<file path="src/rtl/spi_byte_pkg.sv">
package spi_byte_pkg;
  localparam logic [2:0] ADR_CTRL   = 3'd0;
  localparam logic [2:0] ADR_STAT   = 3'd1;
  localparam logic [2:0] ADR_DATA   = 3'd2;
  localparam logic [2:0] ADR_EXT    = 3'd3;
  localparam logic [2:0] ADR_PARAM  = 3'd4;
  localparam logic [2:0] ADR_CSEL   = 3'd5;
  localparam logic [2:0] ADR_TIMING = 3'd6;

  localparam int CB_EN   = 6;
  localparam int CB_CPOL = 3;
  localparam int CB_CPHA = 2;

  localparam int SB_RXE  = 0;
  localparam int SB_RXF  = 1;
  localparam int SB_TXE  = 2;
  localparam int SB_TXF  = 3;
  localparam int SB_FLT  = 4;
  localparam int SB_BUSY = 7;
endpackage

</file>
<file path="src/rtl/spi_byte_fifo.sv">
module spi_byte_fifo #(
  parameter int DW    = 8,
  parameter int DEPTH = 4,
  localparam int AW   = (DEPTH > 1) ? $clog2(DEPTH) : 1,
  localparam int CW   = $clog2(DEPTH + 1)
) (
  input  logic          clk,
  input  logic          rst_n,
  input  logic          push,
  input  logic [DW-1:0] din,
  input  logic          pop,
  output logic [DW-1:0] head,
  output logic          empty,
  output logic          full,
  output logic [CW-1:0] count
);
  logic [DW-1:0] mem [DEPTH];
  logic [AW-1:0] wp, rp;

  function automatic logic [AW-1:0] nxt(input logic [AW-1:0] p);
    return (p == AW'(DEPTH - 1)) ? '0 : p + 1'b1;
  endfunction

  assign empty = (count == '0);
  assign full  = (count == CW'(DEPTH));
  assign head  = mem[rp];

  always_ff @(posedge clk or negedge rst_n) begin
    if (!rst_n) begin
      wp <= '0;
      rp <= '0;
      count <= '0;
    end else begin
      if (push) wp <= nxt(wp);
      if (pop)  rp <= nxt(rp);
      if (push && !pop)      count <= count + 1'b1;
      else if (pop && !push) count <= count - 1'b1;
    end
  end

  always_ff @(posedge clk) begin
    if (push) mem[wp] <= din;
  end
endmodule

</file>
<file path="src/rtl/spi_byte_shifter.sv">
module spi_byte_shifter #(
  parameter int DW  = 8,
  localparam int EW = $clog2(2 * DW)
) (
  input  logic          clk,
  input  logic          rst_n,
  input  logic          en,
  input  logic          abort,
  input  logic          cpol,
  input  logic          cpha,
  input  logic          half_tick,
  input  logic          tx_valid,
  input  logic [DW-1:0] tx_data,
  output logic          tx_ready,
  input  logic          miso,
  output logic          sclk,
  output logic          mosi,
  output logic          active,
  output logic          rx_valid,
  output logic [DW-1:0] rx_data
);
  logic          phase;
  logic [EW-1:0] edge_q;
  logic [DW-1:0] txs, rxs;

  assign tx_ready = en && !abort && !active;
  assign sclk     = cpol ^ phase;

  always_ff @(posedge clk or negedge rst_n) begin
    if (!rst_n) begin
      active   <= 1'b0;
      phase    <= 1'b0;
      edge_q   <= '0;
      txs      <= '0;
      rxs      <= '0;
      mosi     <= 1'b0;
      rx_valid <= 1'b0;
      rx_data  <= '0;
    end else begin
      rx_valid <= 1'b0;
      if (abort || !en) begin
        active <= 1'b0;
        phase  <= 1'b0;
        edge_q <= '0;
      end else if (!active) begin
        if (tx_valid) begin
          active <= 1'b1;
          phase  <= 1'b0;
          edge_q <= '0;
          if (!cpha) begin
            mosi <= tx_data[DW-1];
            txs  <= {tx_data[DW-2:0], 1'b0};
          end else begin
            txs  <= tx_data;
          end
        end
      end else if (half_tick) begin
        phase  <= ~phase;
        edge_q <= edge_q + 1'b1;
        if (edge_q[0] == cpha) begin
          rxs <= {rxs[DW-2:0], miso};
        end else begin
          mosi <= txs[DW-1];
          txs  <= {txs[DW-2:0], 1'b0};
        end
        if (edge_q == EW'(2 * DW - 1)) begin
          active   <= 1'b0;
          rx_valid <= 1'b1;
          rx_data  <= cpha ? {rxs[DW-2:0], miso} : rxs;
        end
      end
    end
  end
endmodule

</file>
<file path="src/rtl/spi_byte_master.sv">
module spi_byte_master #(
  parameter int DW       = 8,
  parameter int TX_DEPTH = 4,
  parameter int RX_DEPTH = 2,
  localparam int NCS     = DW / 2,
  localparam int TCW     = $clog2(TX_DEPTH + 1),
  localparam int RCW     = $clog2(RX_DEPTH + 1)
) (
  input  logic           clk,
  input  logic           rst_n,
  input  logic [2:0]     reg_addr,
  input  logic           reg_wr,
  input  logic           reg_rd,
  input  logic [DW-1:0]  reg_wdata,
  output logic [DW-1:0]  reg_rdata,
  input  logic           half_tick,
  input  logic           mfault,
  output logic           sclk,
  output logic           mosi,
  input  logic           miso,
  output logic [NCS-1:0] cs_n,
  output logic           irq,
  output logic [3:0]     div_code
);
  import spi_byte_pkg::*;

  logic [DW-1:0] ctrl_q, ext_q, param_q, timing_q, csel_q, last_q;
  logic          fault_q;
  logic [DW-1:0] tx_head, rx_head, sh_rx_data, stat;
  logic          tx_empty, tx_full, rx_empty, rx_full;
  logic [TCW-1:0] tx_count;
  logic [RCW-1:0] rx_count;
  logic          sh_ready, sh_active, sh_rx_valid;

  wire wr_data   = reg_wr && (reg_addr == ADR_DATA);
  wire rd_data   = reg_rd && (reg_addr == ADR_DATA);
  wire fault_hit = mfault && ctrl_q[CB_EN];
  wire tx_take   = sh_ready && !tx_empty;
  wire rx_pop    = rd_data && !rx_empty;

  always_ff @(posedge clk or negedge rst_n) begin
    if (!rst_n) begin
      ctrl_q   <= '0;
      ext_q    <= '0;
      param_q  <= DW'(8'h40);
      timing_q <= DW'(8'h01);
      csel_q   <= '0;
      fault_q  <= 1'b0;
      last_q   <= '0;
    end else begin
      if (reg_wr) begin
        case (reg_addr)
          ADR_CTRL:   ctrl_q   <= reg_wdata;
          ADR_EXT:    ext_q    <= reg_wdata;
          ADR_PARAM:  param_q  <= reg_wdata;
          ADR_CSEL:   csel_q   <= reg_wdata;
          ADR_TIMING: timing_q <= reg_wdata;
          ADR_STAT:   if (reg_wdata[SB_FLT]) fault_q <= 1'b0;
          default: ;
        endcase
      end
      if (fault_hit) begin
        ctrl_q[CB_EN] <= 1'b0;
        fault_q       <= 1'b1;
      end
      if (rx_pop) last_q <= rx_head;
    end
  end

  spi_byte_fifo #(.DW(DW), .DEPTH(TX_DEPTH)) u_txq (
    .clk(clk), .rst_n(rst_n),
    .push(wr_data && !tx_full), .din(reg_wdata),
    .pop(tx_take), .head(tx_head),
    .empty(tx_empty), .full(tx_full), .count(tx_count)
  );

  spi_byte_fifo #(.DW(DW), .DEPTH(RX_DEPTH)) u_rxq (
    .clk(clk), .rst_n(rst_n),
    .push(sh_rx_valid && !rx_full), .din(sh_rx_data),
    .pop(rx_pop), .head(rx_head),
    .empty(rx_empty), .full(rx_full), .count(rx_count)
  );

  spi_byte_shifter #(.DW(DW)) u_shift (
    .clk(clk), .rst_n(rst_n),
    .en(ctrl_q[CB_EN]), .abort(fault_hit),
    .cpol(ctrl_q[CB_CPOL]), .cpha(ctrl_q[CB_CPHA]),
    .half_tick(half_tick),
    .tx_valid(!tx_empty), .tx_data(tx_head), .tx_ready(sh_ready),
    .miso(miso), .sclk(sclk), .mosi(mosi), .active(sh_active),
    .rx_valid(sh_rx_valid), .rx_data(sh_rx_data)
  );

  always_comb begin
    stat          = '0;
    stat[SB_RXE]  = rx_empty;
    stat[SB_RXF]  = rx_full;
    stat[SB_TXE]  = tx_empty;
    stat[SB_TXF]  = tx_full;
    stat[SB_FLT]  = fault_q;
    stat[SB_BUSY] = sh_active;
  end

  always_comb begin
    case (reg_addr)
      ADR_CTRL:   reg_rdata = ctrl_q;
      ADR_STAT:   reg_rdata = stat;
      ADR_DATA:   reg_rdata = rx_empty ? last_q : rx_head;
      ADR_EXT:    reg_rdata = ext_q;
      ADR_PARAM:  reg_rdata = param_q;
      ADR_CSEL:   reg_rdata = csel_q;
      ADR_TIMING: reg_rdata = timing_q;
      default:    reg_rdata = '0;
    endcase
  end

  for (genvar i = 0; i < NCS; i++) begin : g_cs
    assign cs_n[i] = csel_q[i] ? csel_q[i + NCS] : 1'b1;
  end

  assign irq      = fault_q;
  assign div_code = {ext_q[1:0], ctrl_q[1:0]};
endmodule

</file>
<file path="config.mk">
export PLATFORM = sky130hd
export DESIGN_NAME = spi_byte_master
export DESIGN_NICKNAME = d
export VERILOG_FILES = /design/src/rtl/spi_byte_pkg.sv /design/src/rtl/spi_byte_fifo.sv /design/src/rtl/spi_byte_shifter.sv /design/src/rtl/spi_byte_master.sv
export SDC_FILE = /design/constraint.sdc
export NUM_CORES = 1
export LEC_CHECK = 0
export ABC_CLOCK_PERIOD_IN_PS = 5350
export BUFFER_PORTS_ARGS = -buffer_cell sky130_fd_sc_hd__buf_2
export CORE_MARGIN = 2
export CORE_UTILIZATION = 45
export CTS_CLUSTER_SIZE = 20
export DETAILED_ROUTE_END_ITERATION = 10
export PLACE_DENSITY_LB_ADDON = 0.15
export SYNTH_ARGS = -nofsm -noshare
export SYNTH_HDL_FRONTEND = slang
export SYNTH_SLANG_ARGS = --single-unit
export TNS_END_PERCENT = 20
</file>
<file path="constraint.sdc">
create_clock -name clk -period 5.35 [get_ports clk]
set_input_delay 0.535 -clock clk [delete_from_list [all_inputs] [get_ports clk]]
set_output_delay 0.535 -clock clk [all_outputs]
set_load 0.01 [all_outputs]
</file>
# ---- Word-level counts from Yosys, hierarchy flattened
# Memories as Yosys holds them, arrays and structs flattened.
# Index checks and enable logic that the tools add are counted.
dict set report word_totals {
  regBits 92
  ramBits 48
  elab_cells 153
  memories 2
}
dict set report op_classes {
  addsub 9
  n_eq_ne 18
  muxes 53
  bitwise 3
  reduce_logical 46
}
# memory depth width rd rd_clocked_by_memory_dff wr line
set mem_list {}
lappend mem_list {u_txq.mem 4 8 1 0 1 spi_byte_fifo.sv:17} ;# logic [DW-1:0] mem [DEPTH];
lappend mem_list {u_rxq.mem 2 8 1 0 1 spi_byte_fifo.sv:17}
# operator count
set op_table {}
lappend op_table {{$mux W8} 7}
lappend op_table {{$pmux W8 S7} 1}
lappend op_table {{$mux W1} 33}
lappend op_table {{$mux W4} 4}
lappend op_table {{$mux W7} 2}
lappend op_table {{$reduce_and A2 Y1} 7}
lappend op_table {{$logic_and A1 B1 Y1} 13}
lappend op_table {{$eq A3 B3 Y1 const B} 4}
lappend op_table {{$reduce_and A4 Y1} 3}
lappend op_table {{$reduce_bool A2 Y1} 6}
lappend op_table {{$logic_not A1 Y1} 11}
lappend op_table {{$mux W2} 4}
lappend op_table {{$add A2 B1 Y2 const B} 3}
lappend op_table {{$eq A2 B2 Y1 const B} 3}
lappend op_table {{$eq A3 B2 Y1 const B} 2}
lappend op_table {{$logic_not A3 Y1} 2}
lappend op_table {{$mux W3} 2}
lappend op_table {{$reduce_and A5 Y1} 1}
lappend op_table {{$add A4 B1 Y4 const B} 1}
lappend op_table {{$eq A4 B4 Y1 const B} 1}
lappend op_table {{$ne A2 B1 Y1 const B} 2}
lappend op_table {{$ne A2 B2 Y1 const B} 2}
lappend op_table {{$add A3 B1 Y3 const B} 1}
lappend op_table {{$eq A3 B1 Y1 const B} 1}
lappend op_table {{11 further kinds} 13}

# ---- Depth between registers and ports, before layout
dict set report depth {
  word_depth 8
  depth_mapped 11
  mapped_depth_nobuf 8
}

# ---- Hierarchy
# Synthesis repeated with hierarchy kept, for this count alone.
dict set report hier_totals {
  cells_unflattened 453
  area_unflattened_um2 6525.0
}
# module instances cells_each area_per_inst_um2 seq_area_each_um2
set by_module_without_submodules {}
lappend by_module_without_submodules {spi_byte_master 1 197 2538.7 1228.7}
lappend by_module_without_submodules {spi_byte_shifter 1 136 1647.8 800.8}
lappend by_module_without_submodules {{spi_byte_fifo at u_txq} 1 79 1567.8 1136.1}
lappend by_module_without_submodules {{spi_byte_fifo at u_rxq} 1 41 770.7 580.6}

# ---- Worst setup path after synthesis
# No wires, ideal clock.
dict set report synth_timing {
  path_type {input to register}
  from {input reg_addr[2]}
  to {register u_txq.count[2]}
  t_arrival_ns 2.280
  required_time_ns 5.271
  path_slack_ns 2.991
  stages 10
  n_path_buf 2
  path_cell_list {buf_2 > nor3b_4 > and3_1 > buf_2 > ha_1 > inv_1 > fa_1 > xor2_1 > nor2_1 > xor2_1}
}
dict set report synth_via {
  elab_chain_cells 6
  elab_cells_between_ends 8
  classes_between {1 x eq/ne; 1 x mux; 6 x reduce/logical}
}
# item line
set synth_lines {}
lappend synth_lines {{start, declared} spi_byte_master.sv:11} ;# input logic [2:0] reg_addr,
lappend synth_lines {{$eq A3 B2 Y1 (*)} spi_byte_master.sv:35} ;# wire wr_data = reg_wr && (reg_addr == ADR_DATA);
lappend synth_lines {{$logic_and A1 B1 Y1 (*)} spi_byte_master.sv:35}
lappend synth_lines {{$logic_and A1 B1 Y1 (*)} spi_byte_master.sv:72} ;# .push(wr_data && !tx_full), .din(reg_wdata),
lappend synth_lines {{via u_txq.push} spi_byte_fifo.sv:9} ;# input logic push,
lappend synth_lines {{$logic_not A1 Y1} spi_byte_fifo.sv:37} ;# else if (pop && !push) count <= count - 1'b1;
lappend synth_lines {{$logic_and A1 B1 Y1} spi_byte_fifo.sv:37}
lappend synth_lines {{$reduce_bool A2 Y1 (no source line)} --}
lappend synth_lines {{end signal, assigned} spi_byte_fifo.sv:36} ;# if (push && !pop) count <= count + 1'b1;
lappend synth_lines {{end signal, assigned} spi_byte_fifo.sv:37}
lappend synth_lines {{end, declared} spi_byte_fifo.sv:15} ;# output logic [CW-1:0] count
# Mark *: on every way through the listed nets, which the timed path passes. The rest lies on a longest branch.
# A chain may end at the register's enable or synchronous reset.

# ---- Worst setup path after layout
dict set report layout_timing {
  from {register u_rxq.count[0]}
  to {output reg_rdata[2]}
}
dict set report layout_via {
  elab_chain_cells 3
}
# item line
set layout_lines {}
lappend layout_lines {{start, declared} spi_byte_fifo.sv:15}
lappend layout_lines {{start signal, assigned} spi_byte_fifo.sv:36}
lappend layout_lines {{start signal, assigned} spi_byte_fifo.sv:37}
lappend layout_lines {{$logic_not A2 Y1} spi_byte_fifo.sv:24} ;# assign empty = (count == '0);
lappend layout_lines {{$mux W8} spi_byte_master.sv:108} ;# ADR_DATA: reg_rdata = rx_empty ? last_q : rx_head;
lappend layout_lines {{$pmux W8 S7} spi_byte_master.sv:105} ;# case (reg_addr)
lappend layout_lines {{end, declared} spi_byte_master.sv:15} ;# output logic [DW-1:0] reg_rdata,
# Every way passes these cells.

==> impl_metrics.csv <==
group,metric,value,unit
outcome,status,"finished, final reports clean",
setup_path,critPathKind,"reg -> out",
drt,drcViolationCount,0,
setup_path,startpoint,"u_rxq.count[0]$_DFFE_PN0P_",
yosys,yosysWarningCount,0,
cts,cts_buffers,17,
floorplan,rows,43,
worst_hold_path,min_path_type,"in -> reg",
yosys,synth_cell_types,57,
global_routing,grt_antenna_before_repair,0,
cts,htree_levels,4,
setup_path,rr_endpoint,"u_txq.count[2]$_DFFE_PN0P_",
final_layout,fin_cells,701,
cts,cts_root_buffer,"clkbuf_16",
sta,fin_crit,2.94,ns
sta,setup-tns-final,0,ns
setup_path,endpoint_kind,"primary output",
yosys,synth_async_sr_flop_share,65.7,%
drt,dr.pass1.iters,5,
drt,ant_nets,0,
yosys,synth_area_leaders,"dfrtp_1 (35%), edfxtp_1 (22%), mux2_2 (6.3%)",
place,dp_cells,668,
drt,wire_per_inst,18.9,um
setup_path,r2r_slack,2.73,ns
yosys,synthesis.nets,512,
final_layout,finish.utilization,52.3,%
yosys,ys_top_cells_by_count,"dfrtp_1 (90), edfxtp_1 (48), mux2_2 (36)",
run,drv_cap,0,
cts,clk_pin_slew,0.06,ns
floorplan,start_util,46.4,%
sta,maxSlewViolCount,0,
drt,routed_via_density,5.50,
cts,clk_path_buf_depth,2,
final_layout,area_growth,12.6,%
sta,final-setup-viol-count,0,
cts,cts.sinks,140,
sta,fin_worst_skew,0.00557,ns
global_routing,grt-ovfl-total,0,
place,routabilityCongestion,0.762,
setup_path,r2r_start,"u_txq.count[2]$_DFFE_PN0P_",
final_layout,fill_cells,1200,
power,power.total,3.11,mW
cts,cts_resized,0,
yosys,synthCells,485,
cts,clkLatencyLatePin,0.42,ns
drt,drt_iter0_markers,322,
setup_path,critPathArrivalTime,2.40,ns
drt,vias,3858,
global_routing,grt_util_all_layers,18.9,%
yosys,yosys.cell_count.top_type,"dfrtp_1",
floorplan,die_w,124,um
floorplan,ios,37,
final_layout,regMostFlops,"u_txq.mem",
global_routing,grt_pass1_wl,21200,um
floorplan,design.core.area,0.0139,mm2
cts,post_cts_buffers,0,
setup_path,crit_end,"reg_rdata[2]",
sta,fmax,340,MHz
sta,finalHoldViolations,0,
place,post-dp-hpwl,8970,um
sta,period_share,54.9,%
yosys,synth_ff_type,"dfrtp_1",
sta,max_slew_margin,34.3,%
power,power_density,428,mW/mm2
yosys,ys_seq_elements,140,
power,p_leak,2.96,nW
drt,drt_wl_total,13200,um
floorplan,fp.dieArea,0.0154,mm2
global_routing,grt_max_degree,79,
setup_path,reg2reg_depth,8,
yosys,synth_top_area_cell,"dfrtp_1",
yosys,ys_seq_area_share,57.9,%
final_layout,final_layout_size_suffix_gt1_share,26.5,%
power,irDropWorstVdd,0.252,mV
setup_path,crit_required,4.82,ns
cts,tritoncts,"built",
place,port_buffers,36,
yosys,syn-mean-instance-area,13.3,um2
yosys,syn-cell-area,0.00647,mm2
yosys,synth-edff-count,48,
final_layout,antenna_cells,0,
sta,rsz0062_at_grt,"no",
final_layout,largest_reg_flops,32,
setup_path,cp_max_fo,15,
final_layout,nets,535,
floorplan,die_h,124,um
global_routing,grt_pass1_vias,3781,
yosys,synth.top_cell.area_share,34.8,%
final_layout,reg_top3,"u_txq.mem x32, u_rxq.mem x16",
setup_path,cp-start-kind,"register",
sta,worst_slew_pin_slew,0.986,ns
[where the power goes]
group / switching (mW) / total, mW / leakage, nW / internal (mW)
logic: 0.249 / 0.532 / 1.11 / 0.283
registers: 0.146 / 1.39 / 1.57 / 1.25
clock network: 0.458 / 1.19 / 0.283 / 0.731
total: 0.853 / 3.11 / 2.96 / 2.26
[through the flow]
stage	setup WS, ns	cell area (um2)	hold slack [ns]
2_1_floorplan	2.99	6470	0.239
3_3_place_gp	2.54	6680	0.415
3_5_place_dp	2.45	6680	0.414
4_1_cts	2.38	7280	0.356
5_1_grt	2.24	7280	0.369
6_report	2.41	7280	0.365
[final cells by class]
class                      count  area (um2)  share of cell area [%]
multi-input combinational    301        2470                    34.0
tap                          180         225                    3.09
clock buffer                  17         425                    5.84
clock inverter                15         170                    2.34
inverter                       9        33.8                   0.464
sequential                   140        3750                    51.4
timing repair buffer          39         208                    2.85
[cells in the final DEF (no fill, tap or decap), types with 8 or more instances in the layout]
cell type   n
dfrtp_1    90
edfxtp_1   48
mux2_2     36
buf_2      35
nand2_1    34
nor2_1     25
mux2i_1    22
o21ai_0    21
a21oi_1    18
clkbuf_16  17
o211ai_1   10
mux4_2      9
mux2_4      9
inv_1       8
xor2_1      8
ha_1        8
[cells by family (layout without fill, tap and decap cells)]
group | after synthesis | count (layout) | synth area share, %
flip-flops | 140 | 140 | 57.9
AND/OR/NAND/NOR | 108 | 108 | 8.53
AO/OA/AOI/OAI | 85 | 85 | 8.82
multiplexers | 85 | 85 | 17.2
buffers and inverters | 44 | 80 | 3.83
XOR/XNOR | 14 | 14 | 1.90
adder cells (fa/ha/maj) | 9 | 9 | 1.86
[metal layers]
layer / routed length [um] / vias to the layer above / track usage (%)
met3: 501 / 17 / 4.12
li1: - / 1828 / -
met4: 213 / 0 / 7.02
met2: 6150 / 77 / 27.3
met1: 6370 / 1936 / 28.2
met5: 0 / - / 0
[critical path, cell delays in order (launching register included)]
cell      delay (ns)
dfrtp_1         0.46
or2_0           0.59
a21oi_1         0.22
a222oi_1        0.33
o21ai_0         0.20
buf_2           0.18
[worst min path at each step]
stage,start,endpoint,cells after the start
3_3_place_gp,rst_n,u_shift.txs[1]$_DFFE_PN0P_,1
6_report,miso,u_shift.rxs[0]$_DFFE_PN0P_,2
4_1_cts,miso,u_shift.rxs[0]$_DFFE_PN0P_,2
3_5_place_dp,rst_n,u_shift.txs[0]$_DFFE_PN0P_,1
2_1_floorplan,rst_n,csel_q[0]$_DFFE_PN0P_,0
5_1_grt,miso,u_shift.rxs[0]$_DFFE_PN0P_,2
[what timing repair did]
| item | 4_1_cts | 5_1_grt |
|---|---|---|
| endpoints found under the hold margin | 14 | 0 |
| setup endpoints to repair | 0 | 0 |
| hold buffers | 1 | 0 |
(Power assumes the default switching activity.)
